`src/rtl/seg_panel_pkg.sv`:
```
package seg_panel_pkg;
  localparam int DATA_W = 8;
  localparam int SEL_W  = 3;
  localparam int N_DIG  = 4;
  localparam int N_LED  = 4;
  localparam int N_KEY  = 4;
  localparam int IDX_W  = $clog2(N_DIG);
  localparam logic [SEL_W-1:0] LED_SEL = 3'd4;

  typedef logic [DATA_W-1:0] seg_t;

  // scan order: ascending, wrapping after the last digit
  function automatic logic [IDX_W-1:0] next_digit(input logic [IDX_W-1:0] cur);
    return (cur == IDX_W'(N_DIG - 1)) ? '0 : cur + 1'b1;
  endfunction

  function automatic logic sel_hits_digit(input logic [SEL_W-1:0] s);
    return s < SEL_W'(N_DIG);
  endfunction
endpackage

```
`src/rtl/wr_strobe_sync.sv`:
```
module wr_strobe_sync (
  input  logic clk,
  input  logic rst_n,
  input  logic wr_n,
  output logic commit
);
  logic meta_q, sync_q, prev_q;

  always_ff @(posedge clk or negedge rst_n) begin
    if (!rst_n) begin
      meta_q <= 1'b1;
      sync_q <= 1'b1;
      prev_q <= 1'b1;
    end else begin
      meta_q <= wr_n;
      sync_q <= meta_q;
      prev_q <= sync_q;
    end
  end

  // deasserting edge of the strobe, in the clock domain
  assign commit = sync_q & ~prev_q;

  p_commit_single_r10: assert property (@(posedge clk) disable iff (!rst_n)
    commit |=> !commit);
endmodule

```
`src/rtl/key_sync.sv`:
```
module key_sync #(
  parameter int W = 4
) (
  input  logic         clk,
  input  logic         rst_n,
  input  logic [W-1:0] raw_i,
  output logic [W-1:0] sync_o
);
  logic [W-1:0] stage1_q, stage2_q;

  always_ff @(posedge clk or negedge rst_n) begin
    if (!rst_n) begin
      stage1_q <= '0;
      stage2_q <= '0;
    end else begin
      stage1_q <= raw_i;
      stage2_q <= stage1_q;
    end
  end

  assign sync_o = stage2_q;
endmodule

```
`src/rtl/panel_regs.sv`:
```
module panel_regs
  import seg_panel_pkg::*;
(
  input  logic                   clk,
  input  logic                   rst_n,
  input  logic                   commit,
  input  logic [SEL_W-1:0]       sel_i,
  input  logic [DATA_W-1:0]      data_i,
  output seg_t [N_DIG-1:0]       digits_o,
  output logic [N_LED-1:0]       led_o
);
  logic hit_led;
  assign hit_led = commit && (sel_i == LED_SEL);

  for (genvar g = 0; g < N_DIG; g++) begin : g_digit
    always_ff @(posedge clk or negedge rst_n) begin
      if (!rst_n)
        digits_o[g] <= '0;
      else if (commit && sel_hits_digit(sel_i) && sel_i == SEL_W'(g))
        digits_o[g] <= data_i;
    end
  end

  always_ff @(posedge clk or negedge rst_n) begin
    if (!rst_n)      led_o <= '0;
    else if (hit_led) led_o <= data_i[N_LED-1:0];
  end

  p_ignore_high_sel_r4: assert property (@(posedge clk) disable iff (!rst_n)
    (commit && sel_i > LED_SEL) |=> ($stable(digits_o) && $stable(led_o)));

  p_led_capture_r3: assert property (@(posedge clk) disable iff (!rst_n)
    (commit && sel_i == LED_SEL) |=> (led_o == $past(data_i[N_LED-1:0]) && $stable(digits_o)));

  p_hold_without_commit_r10: assert property (@(posedge clk) disable iff (!rst_n)
    !commit |=> ($stable(digits_o) && $stable(led_o)));
endmodule

```
`src/rtl/scan_driver.sv`:
```
module scan_driver
  import seg_panel_pkg::*;
#(
  parameter int DIV_W = 16
) (
  input  logic             clk,
  input  logic             rst_n,
  output logic [IDX_W-1:0] idx_o,
  output logic [N_DIG-1:0] digit_en_o
);
  logic [DIV_W-1:0] pre_q;
  logic             tick;

  assign tick = (pre_q == {DIV_W{1'b1}});

  always_ff @(posedge clk or negedge rst_n) begin
    if (!rst_n) begin
      pre_q <= '0;
      idx_o <= '0;
    end else begin
      pre_q <= pre_q + 1'b1;
      if (tick) idx_o <= next_digit(idx_o);
    end
  end

  for (genvar g = 0; g < N_DIG; g++) begin : g_en
    assign digit_en_o[g] = (idx_o == IDX_W'(g));
  end

  p_digit_onehot_r8: assert property (@(posedge clk) disable iff (!rst_n)
    $onehot(digit_en_o));

  p_scan_hold_r9: assert property (@(posedge clk) disable iff (!rst_n)
    !tick |=> $stable(digit_en_o));

  p_scan_step_r8: assert property (@(posedge clk) disable iff (!rst_n)
    tick |=> (idx_o == next_digit($past(idx_o))));
endmodule

```
`src/rtl/seg_panel_ctrl.sv`:
```
module seg_panel_ctrl
  import seg_panel_pkg::*;
#(
  parameter int DIV_W = 16
) (
  input  logic              clk,
  input  logic              rst_n,
  input  logic              wr_n,
  input  logic              rd_n,
  input  logic [SEL_W-1:0]  sel_i,
  input  logic [DATA_W-1:0] data_i,
  output logic [DATA_W-1:0] data_o,
  output logic [DATA_W-1:0] data_oe,
  input  logic [N_KEY-1:0]  keys_i,
  output logic [N_DIG-1:0]  digit_en_o,
  output logic [DATA_W-1:0] seg_o,
  output logic [N_LED-1:0]  led_o
);
  logic             commit;
  logic [N_KEY-1:0] keys_s;
  seg_t [N_DIG-1:0] digits;
  logic [IDX_W-1:0] scan_idx;
  logic             rd_active;

  wr_strobe_sync u_wr (
    .clk(clk), .rst_n(rst_n), .wr_n(wr_n), .commit(commit)
  );

  key_sync #(.W(N_KEY)) u_keys (
    .clk(clk), .rst_n(rst_n), .raw_i(keys_i), .sync_o(keys_s)
  );

  panel_regs u_regs (
    .clk(clk), .rst_n(rst_n), .commit(commit), .sel_i(sel_i),
    .data_i(data_i), .digits_o(digits), .led_o(led_o)
  );

  scan_driver #(.DIV_W(DIV_W)) u_scan (
    .clk(clk), .rst_n(rst_n), .idx_o(scan_idx), .digit_en_o(digit_en_o)
  );

  assign seg_o = digits[scan_idx];

  // read path: strobe-qualified, select not decoded
  assign rd_active = ~rd_n & wr_n;
  assign data_o    = {{(DATA_W-N_KEY){1'b1}}, keys_s};
  assign data_oe   = {{(DATA_W-N_KEY){1'b0}}, {N_KEY{rd_active}}};

  p_no_drive_on_write_r7: assert property (@(posedge clk) disable iff (!rst_n)
    !wr_n |-> (data_oe == '0));

  p_seg_matches_enabled_r2: assert property (@(posedge clk) disable iff (!rst_n)
    (digit_en_o[0] |-> seg_o == digits[0]));
endmodule

```
`config.mk`:
```
export PLATFORM = sky130hd
export DESIGN_NAME = seg_panel_ctrl
export DESIGN_NICKNAME = d
export VERILOG_FILES = /design/src/rtl/seg_panel_pkg.sv /design/src/rtl/wr_strobe_sync.sv /design/src/rtl/key_sync.sv /design/src/rtl/panel_regs.sv /design/src/rtl/scan_driver.sv /design/src/rtl/seg_panel_ctrl.sv
export SDC_FILE = /design/constraint.sdc
export NUM_CORES = 1
export LEC_CHECK = 0
export BUFFER_PORTS_ARGS = -buffer_cell sky130_fd_sc_hd__buf_2
export CAP_MARGIN = 20
export CORE_ASPECT_RATIO = 0.8
export CORE_MARGIN = 1.5
export CORE_UTILIZATION = 49
export CTS_CLUSTER_SIZE = 40
export DETAILED_ROUTE_END_ITERATION = 8
export PLACE_DENSITY = 0.74
export SYNTH_ARGS = -nofsm -noshare
export SYNTH_HDL_FRONTEND = slang
export SYNTH_SLANG_ARGS = --single-unit
```
`constraint.sdc`:
```
create_clock -name clk -period 1.6 [get_ports clk]
set_input_delay 0.16 -clock clk [delete_from_list [all_inputs] [get_ports clk]]
set_output_delay 0.16 -clock clk [all_outputs]
set_load 0.005 [all_outputs]
```
==> results.cfg <==
[timing]
final.period_utilization = 1.08
slew_viol_final = 0
final_number_of_hold_violating_endpoints = 0
skew_ns = 0.00416
setup_ws_ns = -0.124
finalSetupViolations = 8
rsz0062_at_grt = yes
highest_clock_frequency_the_design_can_meet_mhz = 580
post_route_minimum_period_ns = 1.72

[setup_path]
timing.critical_path.from_type = register
critical_path.max_fanout = 4
cp-startpoint = u_scan.idx_o[0]
worst_setup_path_end_kind = primary output
crit-reg2reg-launch = u_wr.sync_q
criticalPathCategory = reg2out
worstPathRequired_ns = 1.44
worst_ep_arrival_time_ns = 1.56
worstRegToRegCells = 5

[die]
total_die_area_um2 = 6140
die_height_um = 70.4
starting_density = 0.509
fp-row-count = 24
io_pins = 51
placeableCoreArea_um2 = 5470
die_width_um = 87.2

[routing]
number_of_vias_in_the_routed_layout = 1671
drt-pass1-iter-count = 4
ant_nets = 0
route.detailed.wl_per_inst_um = 14.6
drt_first_iter_violations = 63
wl_mm = 4.91
post_route_drc_violation_count = 0
vias_per_cell = 4.99

[cts]
cts_root_buffer = sky130_fd_sc_hd__clkbuf_8
tritoncts_clock_tree = built
clk-insertion-delay-late_ns = 0.34
cts_inserted_buffers = 9
clock_sink_count = 65
cts.reportedPaths.clkPinSlew_ns = 0.07
buffers_from_clock_root_to_sink_at_most = 2
cts_htree_levels = 3

[power]
seq_power_share = 0.478
power.switching_fraction = 0.222
comb_power_share = 0.123
post_layout_power_mw = 4.16
p_int_mw = 3.24
static-leakage-power_nw = 1.71
share_clk_of_total_power = 0.399
power.net_switching_uw = 926
maximum_vdd_drop_v = 0.000703
power_density_nw_per_um2 = 1160

[finish]
finish.net_count = 276
areaGrowthSynthToFinish_pct = 28.8
layout-drive-gt1-share = 0.529
fin_area_um2 = 3580
layout_commonest_cell = sky130_fd_sc_hd__dfrtp_1
num_antenna_cells = 0
mostFrequentLayoutCells = sky130_fd_sc_hd__dfrtp_1, sky130_fd_sc_hd__buf_2, sky130_fd_sc_hd__mux2_2

[yosys]
ys_ff_latch = 65
synth_enable_flop_cells = 0
ys_async_sr_fraction = 1.00
postSynthCellCount = 185
synthesis.area_per_instance_um2 = 15.0
ys_warn_count = 0
synth_ff_type = sky130_fd_sc_hd__dfrtp_1
netlist_top_cells_area = sky130_fd_sc_hd__dfrtp_1, sky130_fd_sc_hd__mux2_2, sky130_fd_sc_hd__mux4_2
seq_area_frac_synth = 0.586
syn-cell-area_um2 = 2780
synth_top_cell_by_area = sky130_fd_sc_hd__dfrtp_1
synth.top_cell.area_share = 0.558
netlist-cell-type-count = 28

[placement]
dpl-instance-area_um2 = 3110
place.port_buffers = 42
routabilityCongestion = 0.742
dp.final_hpwl_mm = 3.07

[global_routing]
global_route.usage.total = 0.180
initial_antenna_violation_count = 0
grt_max_degree = 66
globalRoute.totalOverflow = 0
first_global_vias = 1710
grt_first_pass_wirelength_mm = 8.22

[flow_run]
drv.max_cap_violation_count = 0

[min_path]
hold_path.class = in2reg
timing.hold.worst.start = data_i[7]
hold-path-cell-count = 2

[run_status]
status = complete, but fails checks
violations = setup timing
## power groups by stage
stage	clock, mW	combinational [mW]	sequential [mW]
floorplan	0	0.302	1.97
global placement	0	0.447	2.00
detailed placement	0	0.462	2.01
CTS	1.69	0.493	1.98
global route	1.77	0.561	2.02
finish	1.66	0.513	1.99
## metrics by stage
stage	util	hold slack, ns	std cells	setup WS, ns	setup TNS (ns)
final	0.655	0.113	335	-0.124	-0.829
after global routing	0.655	0.106	335	-0.171	-1.70
after CTS	0.637	0.0987	332	-0.139	-0.932
after detailed placement	0.568	0.204	305	-0.0264	-0.176
after global placement	0.568	0.200	305	0.0335	0
after floorplan	-	-0.136	191	0.0498	0
## Yosys cell counts, drive strengths merged (2+ instances only)
master,instances
and3,5
buf,14
conb,2
dfrtp,62
dfstp,3
ha,5
inv,3
mux2,38
mux4,8
nand2,7
nand3,7
nand4,3
nand4b,2
nor2,5
nor3,2
xnor2,8
xor2,6
## cell families after synthesis
group / count (synthesis) / synth area share
XOR/XNOR: 14 / 0.0441
adder cells (fa/ha/maj): 5 / 0.0225
buffers and inverters: 18 / 0.0437
flip-flops: 65 / 0.586
multiplexers: 46 / 0.219
other: 2 / 0.00270
AND/OR/NAND/NOR: 35 / 0.0819
## timing repair
item                                    4_1_cts  5_1_grt
cloned                                        0        1
endpoints found under the setup margin       24       28
buffers inserted                              5        3
hold endpoints to repair                     67        0
gates resized for setup                       5       14
hold buffers                                  6        0
pin swaps                                     2        3
## sequential cells by signal (all words and copies together), names as in the netlist
name	flops
u_regs.digits_o	32
u_keys.sync_o	4
u_regs.led_o	4
u_wr.prev_q	1
u_scan.idx_o	2
u_scan.pre_q	16
u_wr.sync_q	1
u_wr.meta_q	1
u_keys.stage1_q	4
## worst max-delay path, stage by stage, from the launching register on
cell	delay (ns)
sky130_fd_sc_hd__dfrtp_2	0.42
sky130_fd_sc_hd__clkbuf_16	0.16
sky130_fd_sc_hd__mux4_2	0.50
sky130_fd_sc_hd__buf_2	0.14
## layer usage
metal  vias up  share of wire  global-route usage
met5         -              0                   0
met4         0          0.016              0.0688
met3         8          0.045              0.0615
met2        51           0.47               0.264
met1       848           0.47               0.248
li1        764              -                   -
## final timing paths
check                                      end  slack, ns
min reg2reg                   u_keys.sync_o[1]       0.35
min                        u_regs.digits_o[15]       0.11
max in group asynchronous      u_scan.idx_o[0]       0.95
max reg2reg                u_regs.digits_o[12]       0.01
max                                   seg_o[4]      -0.12
min in group asynchronous      u_regs.led_o[1]       0.35
## final cells by class
type | instances | area, um2
clock buffers | 9 | 124
clock inverters | 7 | 119
fillers | 417 | 1880
inverters | 3 | 11.3
multi-input cells | 108 | 1120
flip-flops and latches | 65 | 1630
well taps | 78 | 97.6
repair buffers | 65 | 479
(Power assumes the default switching activity.)
